<file path="config.mk">
export PLATFORM = sky130hd
export DESIGN_NAME = seg_load_seq
export DESIGN_NICKNAME = d
export VERILOG_FILES = /design/src/rtl/seg_load_pkg.sv /design/src/rtl/seg_load_mask.sv /design/src/rtl/seg_load_walker.sv /design/src/rtl/seg_load_tagq.sv /design/src/rtl/seg_load_seq.sv
export SDC_FILE = /design/constraint.sdc
export NUM_CORES = 2
export LEC_CHECK = 0
export BUFFER_PORTS_ARGS = -buffer_cell sky130_fd_sc_hd__buf_4
export CAP_MARGIN = 10
export CORE_ASPECT_RATIO = 0.7
export CORE_MARGIN = 5
export CORE_UTILIZATION = 40
export DETAILED_ROUTE_END_ITERATION = 10
export PLACE_DENSITY = 0.58
export SETUP_SLACK_MARGIN = 0.05
export SLEW_MARGIN = 25
export SYNTH_ARGS = -nofsm -noshare
export SYNTH_HDL_FRONTEND = slang
export SYNTH_SLANG_ARGS = --single-unit
</file>
<file path="constraint.sdc">
create_clock -name clk -period 15.64 [get_ports clk]
set_input_delay 3.128 -clock clk [delete_from_list [all_inputs] [get_ports clk]]
set_output_delay 3.128 -clock clk [all_outputs]
set_load 0.1 [all_outputs]
</file>
<file path="src/rtl/seg_load_pkg.sv">
package seg_load_pkg;
  typedef enum logic {
    ST_IDLE = 1'b0,
    ST_RUN  = 1'b1
  } seq_state_e;
endpackage

</file>
<file path="src/rtl/seg_load_mask.sv">
module seg_load_mask #(
  parameter int MAXVL = 8,
  localparam int VLW = $clog2(MAXVL + 1)
) (
  input  logic [VLW-1:0]   vl_i,
  input  logic             pen_i,
  input  logic             inv_i,
  input  logic [MAXVL-1:0] pred_i,
  output logic [MAXVL-1:0] mask_o
);
  // Per-element activity: inside the vector length, and either unpredicated
  // or passing the (optionally inverted) predicate bit.
  for (genvar k = 0; k < MAXVL; k++) begin : g_bit
    assign mask_o[k] = (VLW'(k) < vl_i) && (!pen_i || (pred_i[k] ^ inv_i));
  end
endmodule

</file>
<file path="src/rtl/seg_load_walker.sv">
module seg_load_walker #(
  parameter int AW    = 32,
  parameter int MAXVL = 8,
  parameter int NREG  = 32,
  parameter int SEGW  = 3,
  localparam int VLW = $clog2(MAXVL + 1),
  localparam int SLW = (MAXVL > 1) ? $clog2(MAXVL) : 1,
  localparam int RW  = $clog2(NREG)
) (
  input  logic             clk,
  input  logic             rst_n,
  input  logic             load_i,
  input  logic [AW-1:0]    base_i,
  input  logic [AW-1:0]    stride_i,
  input  logic             indexed_i,
  input  logic [MAXVL*AW-1:0] index_i,
  input  logic [SEGW-1:0]  seglen_i,
  input  logic [RW-1:0]    rd_i,
  input  logic [MAXVL-1:0] mask_i,
  input  logic [VLW-1:0]   vl_i,
  input  logic             fire_i,
  output logic             cand_valid_o,
  output logic [AW-1:0]    addr_o,
  output logic [RW-1:0]    reg_o,
  output logic [SLW-1:0]   slot_o
);
  logic [AW-1:0]    base_q, stride_q;
  logic             indexed_q;
  logic [AW-1:0]    idx_q [MAXVL];
  logic [SEGW-1:0]  seglen_q, seg_q;
  logic [RW-1:0]    rd_q;
  logic [MAXVL-1:0] mask_q;
  logic [VLW-1:0]   vl_q, elem_q, cur;
  logic [AW-1:0]    elem_off;
  logic             seg_last;

  // First active element at or after 'from'; MAXVL when none remains.
  function automatic logic [VLW-1:0] pick_active(input logic [MAXVL-1:0] m,
                                                 input logic [VLW-1:0] from);
    logic [VLW-1:0] r;
    r = VLW'(MAXVL);
    for (int k = MAXVL - 1; k >= 0; k--)
      if (m[k] && (VLW'(k) >= from)) r = VLW'(k);
    return r;
  endfunction

  // Strided offset of an element, reduced modulo 2^AW.
  function automatic logic [AW-1:0] strided_off(input logic [VLW-1:0] i,
                                                input logic [SEGW-1:0] s,
                                                input logic [AW-1:0] st);
    logic [AW-1:0] span;
    span = AW'(i) * (AW'(s) + AW'(1));
    return span * st;
  endfunction

  // Address of field j of an element, reduced modulo 2^AW.
  function automatic logic [AW-1:0] field_addr(input logic [AW-1:0] b,
                                               input logic [AW-1:0] off,
                                               input logic [SEGW-1:0] j,
                                               input logic [AW-1:0] st);
    return b + off + (AW'(j) * st);
  endfunction

  assign cur          = pick_active(mask_q, elem_q);
  assign cand_valid_o = (cur < VLW'(MAXVL));
  assign slot_o       = cur[SLW-1:0];
  assign seg_last     = (seg_q == seglen_q);
  assign elem_off     = indexed_q ? idx_q[slot_o] : strided_off(cur, seglen_q, stride_q);
  assign addr_o       = field_addr(base_q, elem_off, seg_q, stride_q);
  assign reg_o        = rd_q + RW'(seg_q);

  always_ff @(posedge clk or negedge rst_n) begin
    if (!rst_n) begin
      base_q    <= '0;
      stride_q  <= '0;
      indexed_q <= 1'b0;
      seglen_q  <= '0;
      seg_q     <= '0;
      rd_q      <= '0;
      mask_q    <= '0;
      vl_q      <= '0;
      elem_q    <= '0;
    end else if (load_i) begin
      base_q    <= base_i;
      stride_q  <= stride_i;
      indexed_q <= indexed_i;
      seglen_q  <= seglen_i;
      seg_q     <= '0;
      rd_q      <= rd_i;
      mask_q    <= mask_i;
      vl_q      <= vl_i;
      elem_q    <= '0;
    end else if (fire_i) begin
      if (seg_last) begin
        seg_q  <= '0;
        elem_q <= cur + VLW'(1);
      end else begin
        seg_q  <= seg_q + SEGW'(1);
        elem_q <= cur;
      end
    end
  end

  for (genvar k = 0; k < MAXVL; k++) begin : g_idx
    always_ff @(posedge clk or negedge rst_n) begin
      if (!rst_n)      idx_q[k] <= '0;
      else if (load_i) idx_q[k] <= index_i[k*AW +: AW];
    end
  end

  // a presented element is one the captured mask enables
  assert_slot_active_R6: assert property (@(posedge clk) disable iff (!rst_n)
    cand_valid_o |-> mask_q[slot_o]);
  // no element at or beyond the captured vector length
  assert_slot_in_vl_R7: assert property (@(posedge clk) disable iff (!rst_n)
    cand_valid_o |-> (VLW'(slot_o) < vl_q));
  // a non-final field keeps the element and moves on to the next register
  assert_seg_hold_slot_R5: assert property (@(posedge clk) disable iff (!rst_n)
    (fire_i && !load_i && !seg_last) |=> ($stable(slot_o) && (reg_o == $past(reg_o) + RW'(1))));
endmodule

</file>
<file path="src/rtl/seg_load_tagq.sv">
module seg_load_tagq #(
  parameter int W     = 8,
  parameter int DEPTH = 4,
  localparam int PW = (DEPTH > 1) ? $clog2(DEPTH) : 1,
  localparam int CW = $clog2(DEPTH + 1)
) (
  input  logic         clk,
  input  logic         rst_n,
  input  logic         push_i,
  input  logic [W-1:0] data_i,
  input  logic         pop_i,
  output logic [W-1:0] head_o,
  output logic         full_o,
  output logic         empty_o
);
  logic [W-1:0]  mem [DEPTH];
  logic [PW-1:0] wp, rp;
  logic [CW-1:0] cnt;

  function automatic logic [PW-1:0] bump(input logic [PW-1:0] p);
    return (p == PW'(DEPTH - 1)) ? '0 : p + PW'(1);
  endfunction

  assign head_o  = mem[rp];
  assign full_o  = (cnt == CW'(DEPTH));
  assign empty_o = (cnt == '0);

  always_ff @(posedge clk or negedge rst_n) begin
    if (!rst_n) begin
      wp  <= '0;
      rp  <= '0;
      cnt <= '0;
    end else begin
      if (push_i) wp <= bump(wp);
      if (pop_i)  rp <= bump(rp);
      cnt <= cnt + CW'(push_i) - CW'(pop_i);
    end
  end

  always_ff @(posedge clk) begin
    if (push_i) mem[wp] <= data_i;
  end

  // requests are only issued while a tag slot is free
  assert_push_room_R10: assert property (@(posedge clk) disable iff (!rst_n)
    push_i |-> (cnt < CW'(DEPTH)));
  // every write-back pairs with an outstanding request
  assert_pop_tracked_R11: assert property (@(posedge clk) disable iff (!rst_n)
    pop_i |-> (cnt != '0));
endmodule

</file>
<file path="src/rtl/seg_load_seq.sv">
module seg_load_seq
  import seg_load_pkg::*;
#(
  parameter int AW     = 32,
  parameter int DW     = 32,
  parameter int MAXVL  = 8,
  parameter int NREG   = 32,
  parameter int SEGW   = 3,
  parameter int ESZW   = 4,
  parameter int QDEPTH = 4,
  localparam int VLW = $clog2(MAXVL + 1),
  localparam int SLW = (MAXVL > 1) ? $clog2(MAXVL) : 1,
  localparam int RW  = $clog2(NREG)
) (
  input  logic                clk,
  input  logic                rst_n,
  input  logic                start_i,
  input  logic [AW-1:0]       base_i,
  input  logic [ESZW-1:0]     esz_i,
  input  logic                unit_i,
  input  logic [AW-1:0]       stride_i,
  input  logic                indexed_i,
  input  logic [MAXVL*AW-1:0] index_i,
  input  logic [SEGW-1:0]     seglen_i,
  input  logic [VLW-1:0]      vl_i,
  input  logic                pred_en_i,
  input  logic                pred_inv_i,
  input  logic [MAXVL-1:0]    pred_i,
  input  logic [RW-1:0]       rd_i,
  output logic                busy_o,
  output logic                req_valid_o,
  input  logic                req_ready_i,
  output logic [AW-1:0]       req_addr_o,
  output logic [RW-1:0]       req_reg_o,
  output logic [SLW-1:0]      req_slot_o,
  input  logic                resp_valid_i,
  input  logic [DW-1:0]       resp_data_i,
  output logic                wb_en_o,
  output logic [RW-1:0]       wb_reg_o,
  output logic [SLW-1:0]      wb_slot_o,
  output logic [DW-1:0]       wb_data_o,
  output logic                done_o
);
  localparam int TW = RW + SLW;

  seq_state_e       state_q;
  logic             accept, fire, cand_valid, q_full, q_empty;
  logic [MAXVL-1:0] act_mask;
  logic [AW-1:0]    eff_stride;
  logic [TW-1:0]    tag_head;

  assign accept     = (state_q == ST_IDLE) && start_i;
  assign eff_stride = unit_i ? AW'(esz_i) : stride_i;

  seg_load_mask #(.MAXVL(MAXVL)) u_mask (
    .vl_i   (vl_i),
    .pen_i  (pred_en_i),
    .inv_i  (pred_inv_i),
    .pred_i (pred_i),
    .mask_o (act_mask)
  );

  seg_load_walker #(.AW(AW), .MAXVL(MAXVL), .NREG(NREG), .SEGW(SEGW)) u_walk (
    .clk          (clk),
    .rst_n        (rst_n),
    .load_i       (accept),
    .base_i       (base_i),
    .stride_i     (eff_stride),
    .indexed_i    (indexed_i),
    .index_i      (index_i),
    .seglen_i     (seglen_i),
    .rd_i         (rd_i),
    .mask_i       (act_mask),
    .vl_i         (vl_i),
    .fire_i       (fire),
    .cand_valid_o (cand_valid),
    .addr_o       (req_addr_o),
    .reg_o        (req_reg_o),
    .slot_o       (req_slot_o)
  );

  assign busy_o      = (state_q == ST_RUN);
  assign req_valid_o = busy_o && cand_valid && !q_full;
  assign fire        = req_valid_o && req_ready_i;
  assign wb_en_o     = resp_valid_i && !q_empty;
  assign done_o      = busy_o && !cand_valid && q_empty;

  seg_load_tagq #(.W(TW), .DEPTH(QDEPTH)) u_tags (
    .clk     (clk),
    .rst_n   (rst_n),
    .push_i  (fire),
    .data_i  ({req_reg_o, req_slot_o}),
    .pop_i   (wb_en_o),
    .head_o  (tag_head),
    .full_o  (q_full),
    .empty_o (q_empty)
  );

  assign wb_reg_o  = tag_head[TW-1:SLW];
  assign wb_slot_o = tag_head[SLW-1:0];
  assign wb_data_o = resp_data_i;

  always_ff @(posedge clk or negedge rst_n) begin
    if (!rst_n)                  state_q <= ST_IDLE;
    else if (accept)             state_q <= ST_RUN;
    else if (done_o)             state_q <= ST_IDLE;
  end

  // a stalled request holds its address, register and slot
  assert_stall_hold_R10: assert property (@(posedge clk) disable iff (!rst_n)
    (req_valid_o && !req_ready_i) |=>
      (req_valid_o && $stable(req_addr_o) && $stable(req_reg_o) && $stable(req_slot_o)));
  // the completion pulse lasts one cycle and ends the operation
  assert_done_single_R12: assert property (@(posedge clk) disable iff (!rst_n)
    done_o |=> (!done_o && !busy_o));
  // a start while busy leaves the operation running
  assert_start_ignored_R13: assert property (@(posedge clk) disable iff (!rst_n)
    (busy_o && !done_o && start_i) |=> busy_o);
endmodule

</file>
======== Word level (Yosys, flattened, before mapping) ========
Memories as Yosys holds them, arrays and structs flattened.
Cells that the tools add are included.
cells by class
  add/sub/neg operators ................... 10
  $mul .................................... 3
  order comparisons ....................... 18
  equality and inequality tests ........... 4
  multiplexer cells ....................... 25
  bitwise operators ....................... 10
  reductions and logical operators ........ 38
operators with widths
  kind                 number
  $mux 32              4
  $bmux 32 s3          1
  $add 32x32->32       2
  $mux 4               11
  $mul 3x32->32        1
  $mul 32x32->32       1
  $mul 4x32->32        1
  $logic_and 1x1->1    23
  $ge 3x4->1 const A   4
  $lt 3x4->1 const A   4
  $mux 3               3
  $ge 1x4->1 const A   2
  $ge 2x4->1 const A   2
  $logic_or 1x1->1     8
  $lt 1x4->1 const A   2
  $lt 2x4->1 const A   2
  $xor 1x1->1          8
  $add 5x3->5          1
  $add 2x1->2 const B  2
  $add 3x1->4 const B  1
  $add 4x1->4 const B  1
  $eq 2x2->1 const B   2
  $ge 4x4->1 const B   1
  $logic_not 1->1      4
  other kinds (12)     17
word-level totals
  flip-flop bits (word level) ............. 352
  bits in writable memories ............... 32
  logic and storage cells ................. 129
  memories ................................ 1
memories
  name        words  width  rd ports  clocked after memory_dff  wr ports  RTL line             source
  u_tags.mem  4      8      1         0                         1         seg_load_tagq.sv:16  logic [W-1:0] mem [DEPTH];

======== Longest topological paths before layout ========
  word-level depth ........................ 17
  gate-level depth with buffers ........... 55
  depth with buffers taken out ............ 51

======== Modules after synthesis ========
From an unflattened synthesis, not the netlist that was laid out.
unflattened totals
  cell total of the unflattened synthesis .. 2869
  area total of the unflattened synthesis .. 29070.4 um^2
modules (own cells, without submodules)
  module           times used  cells each  area an instance (um^2)  seq. area each (um^2)
  seg_load_walker  1           2689        26773.2                  8608.3
  seg_load_tagq    1           78          1566.5                   1136.1
  seg_load_seq     1           76          561.8                    25.0
  seg_load_mask    1           26          168.9                    0.0

======== Least setup slack after synthesis ========
No wires, ideal clock.
  path kind ............................... register to output
  start point ............................. reg u_walk.elem_q[1]
  end point ............................... out req_addr_o[31]
  data arrival time ....................... 13.599 ns
  required time ........................... 12.512 ns
  path slack .............................. -1.087 ns
  cell stages (with the launch flop) ...... 53
  path buffers ............................ 5
  path through ............................ dfrtp_1 > buf_4 > nor3_1 > o21ai_0 > and2_1 > nand2_1 > clkbuf_1 > buf_1 > nor2_1 > fa_1 > inv_1 > fa_1 > inv_1 > ha_1 > nand3_1 > a21oi_1 > o21a_1 > nor2_1 > [... 17 more ...] > nor3_1 > a21boi_0 > o21ai_0 > xnor2_1 > mux2_2 > fa_1 > fa_1 > inv_1 > ha_1 > clkbuf_1 > nand2_1 > nor3_1 > o21ai_0 > a311oi_1 > nor2_1 > a31o_2 > xnor2_1 > xnor2_1
between the ends
  longest elaborated chain between the ends .. 17
  elaborated cells on any way between the ends .. 33
  classes of those cells .................. add/sub (2); mul (2); order compare (8); mux (12); bitwise (1); reduce/logical (8)
ends and longest elaborated chain
  element                                                RTL line               source
  start, declared                                        seg_load_walker.sv:33  logic [VLW-1:0] vl_q, elem_q, cur;
  start signal, assigned                                 seg_load_walker.sv:96  elem_q <= cur + VLW'(1);
  start signal, assigned                                 seg_load_walker.sv:99  elem_q <= cur;
  $ge 3x4->1                                             seg_load_walker.sv:43  if (m[k] && (VLW'(k) >= from)) r = VLW'(k);
  $logic_and 1x1->1                                      seg_load_walker.sv:43
  $mux 4 (7 in a row)                                    seg_load_walker.sv:43
  $mux 4 (*)                                             seg_load_walker.sv:43
  branches (longest 4 deep; another with $mul 4x32->32)  n/a
  $mux 32 (*)                                            seg_load_walker.sv:68  assign elem_off = indexed_q ? idx_q[slot_o] : strided_off(cur, seglen_q, stride_q);
  $add 32x32->32 (*) (2 in a row)                        seg_load_walker.sv:61  return b + off + (AW'(j) * st);
  end, declared                                          seg_load_seq.sv:33     output logic [AW-1:0] req_addr_o,
Mark *: on every way between the ends. The select of a mux whose other input is x is not followed.

======== Worst setup path in the final report ========
  start point ............................. reg u_walk.elem_q[1]
  end point ............................... out req_addr_o[29]
The elaborated chain is that of the path after synthesis.

==> flow_summary_export.csv <==
group,metric,value,unit
critical_path,critPathTopFamily,"adder cells",
timing,tightest_slew,1250,ps
yosys,synth_area_leaders,"dfrtp_1 28%, fa_1 17%, nand2_1 17%",
routing,drt-initial-drc-count,2132,
timing,rsz0062_at_grt,"yes",
outcome,status,"complete, no violations",
yosys,syn_inst,3772,
final_layout,layout-drive-gt1-share,18.6,%
yosys,synth_nets,4667,
final_layout,multi_input_area,20500,µm²
placed_design,gp_congestion,0.891,
clock_network,clock_sinks,384,
critical_path,crit_path_max_incr_delay,560,ps
placed_design,io_buffers,404,
timing,setup_violations,0,
critical_path,critPathArrivalTime,12430,ps
critical_path,cp-end-kind,"output pin",
critical_path,slowest_stage,"fa_1",
yosys,ys_warn_count,0,
routing,first_pass_iters,5,
timing,period_minus_slack,15560,ps
yosys,async_reset_ff_share,91.7,%
die,ios,469,
die,die_x,346,µm
critical_path,worstSetupPathDepth,56,
timing,finalHoldViolations,0,
clock_network,cts_tree,"built",
die,core,78600,µm²
grt,grt-ovfl-total,0,
die,die_h,245,µm
clock_network,ctsHoldBuffers,0,
yosys,synth_common_cells,"1394 x nand2_1, 352 x dfrtp_1, 352 x inv_1, 267 x fa_1, 243 x ha_1",
yosys,ys_seq_area_share,30.9,%
grt,grt.total_usage,24.3,%
placed_design,dp_hpwl,78200,µm
yosys,yosys.cell_count.top_type,"nand2_1",
critical_path,critPathMaxFanout,7,
grt,grt_pass1_wl,160000,µm
final_layout,stdcell_count,5192,
die,die-area,84900,µm²
timing,maxSlewHeadroom,15.9,%
grt,grt_pass1_vias,25957,
routing,vias,26312,
routing,drc,0,
routing,wl_met2,44500,µm
clock_network,clk_pin_slew_worst_paths,60,ps
routing,highest_layer,"met5",
final_layout,nFillCells,7626,
routing,wl_met3,8530,µm
critical_path,cp-start-kind,"register",
yosys,synth_edf_count,32,
die,num_rows,86,
yosys,synth_largest_area_cell,"dfrtp_1",
clock_network,clockBufferDepth,3,
grt,grt_max_degree,201,
clock_network,cts_buffers,42,
clock_network,htreeDepth,2,
final_layout,nNetsFinal,4992,
routing,wl,105000,µm
critical_path,crit_top_cell,"fa_1",
die,start_util,40.3,%
yosys,ys_seq_elements,384,
final_layout,regArea,9770,µm²
clock_network,cts_root_buf,"clkbuf_16",
critical_path,crit_buf_inv,15,
yosys,synth.avg_cell_area,8.39,µm²
routing,viasPerCell,5.07,
grt,antenna_found_initial,12,
critical_path,crit_required,12510,ps
timing,skew,14.2,ps
routing,ant_nets,0,
final_layout,synthToLayoutAreaGrowth,21.8,%
yosys,yosysTopAreaCellShare,27.8,%
routing,met1_length,49400,µm
min_path,hold_depth,2,
min_path,worstHoldPathType,"reg2reg",
timing,min_period_over_period,99.5,%
yosys,synth_cell_types,72,
timing,slew_viol_final,0,
critical_path,reg2regPathDepth,6,
routing,wl_per_cell,20.2,µm
yosys,netlist_area,31600,µm²
critical_path,critical_path_class,"reg2out",
yosys,ys.flop_type,"dfrtp_1",
clock_network,clock_latency,590,ps
timing,fmax,64.3,MHz
placed_design,dp_cells,5075,
run,cap_violations,0,
[sequential cells by signal, indices dropped and copies added (netlist names), 2 cells and up]
signal           cells
u_tags.rp            2
u_walk.rd_q          5
u_tags.cnt           3
u_walk.seglen_q      3
u_walk.stride_q     32
u_walk.mask_q        8
u_tags.mem          32
u_walk.elem_q        4
u_tags.wp            2
u_walk.base_q       32
u_walk.seg_q         3
u_walk.idx_q       256
[logic make-up (layout without fill, tap and decap cells)]
group,count (synthesis),count (layout),synth area share (%)
DFF,384,384,30.9
adders and majority gates,510,510,26.5
other,0,7,0
buffers and inverters,594,951,7.74
xor gates and xnor gates,96,96,2.79
muxes,22,22,1.04
AOI/OAI and AO/OA,308,308,6.15
and+or+nand+nor,1858,1858,24.9
[cell type report]
cell class / count / area share, %
multi-input cells: 2794 / 53.2
flip-flops and latches: 384 / 25.4
repair buffers: 520 / 10.8
inverters: 355 / 3.46
well taps: 1056 / 3.43
clock buffers: 59 / 3.16
clock inverters: 17 / 0.533
diodes: 7 / 0.0455
[repair_timing]
| action | 4_1_cts | 5_1_grt |
|---|---|---|
| setup endpoints to repair | 16 | 18 |
| resized for setup | 117 | 108 |
| buffers inserted | 25 | 9 |
| pin swaps | 49 | 56 |
[routing by layer]
layer | vias to the layer above | global-route usage [%]
met5 | - | 0
met4 | 10 | 5.26
li1 | 12474 | -
met2 | 752 | 35.1
met3 | 107 | 5.56
met1 | 12969 | 37.0
[cells in the final DEF (no fill, tap or decap), types with 18 or more instances in the layout]
cell	instances
nand2_1	1389
buf_4	487
dfrtp_1	349
inv_1	343
fa_1	263
ha_1	219
nand3_1	131
and2_1	115
a21oi_1	66
xnor2_1	62
o21ai_0	53
and3_1	48
nor2_1	44
clkbuf_16	44
a21o_1	33
edfxtp_1	32
nand3b_1	30
ha_4	23
nand2b_1	21
nor2b_1	18
a21oi_2	18
[worst reg2reg max path, cell delays in order (launching register included)]
cell and delay, ps:
dfrtp_1 470, nor2b_4 650, buf_4 710, buf_4 910, buf_4 890, nand2_1 250, nand2_1 100
[path summary, 6_finish.rpt]
kind,start,end,slack (ps)
worst max-delay path,u_walk.elem_q[1]$_DFFE_PN0P_,req_addr_o[29],80
min in group asynchronous,rst_n,u_walk.idx_q[137]$_DFFE_PN0P_,2510
worst min-delay path,u_walk.idx_q[133]$_DFFE_PN0P_,u_walk.idx_q[133]$_DFFE_PN0P_,470
worst min register to register,u_walk.idx_q[133]$_DFFE_PN0P_,u_walk.idx_q[133]$_DFFE_PN0P_,470
worst max register to register,busy_o$_DFFE_PN0P_,u_walk.idx_q[196]$_DFFE_PN0P_,11600
max in group asynchronous,rst_n,u_walk.elem_q[0]$_DFFE_PN0P_,10470
[through the flow]
step	util, %	setup TNS (ps)	hold slack (ps)	instance area [µm²]	setup slack (ps)
4_1_cts	48.2	-24.6	476	37900	-24.6
2_1_floorplan	-	-962	440	31800	-375
3_5_place_dp	45.5	-505	462	35700	-268
6_report	49.1	0	471	38500	78.7
5_1_grt	49.0	-1590	481	38500	-308
3_3_place_gp	45.5	-46.0	456	35700	-46.0
Power is left out: the tool's default activity adds up to more than one toggle a clock period on the data nets, which glitch-free logic cannot reach.
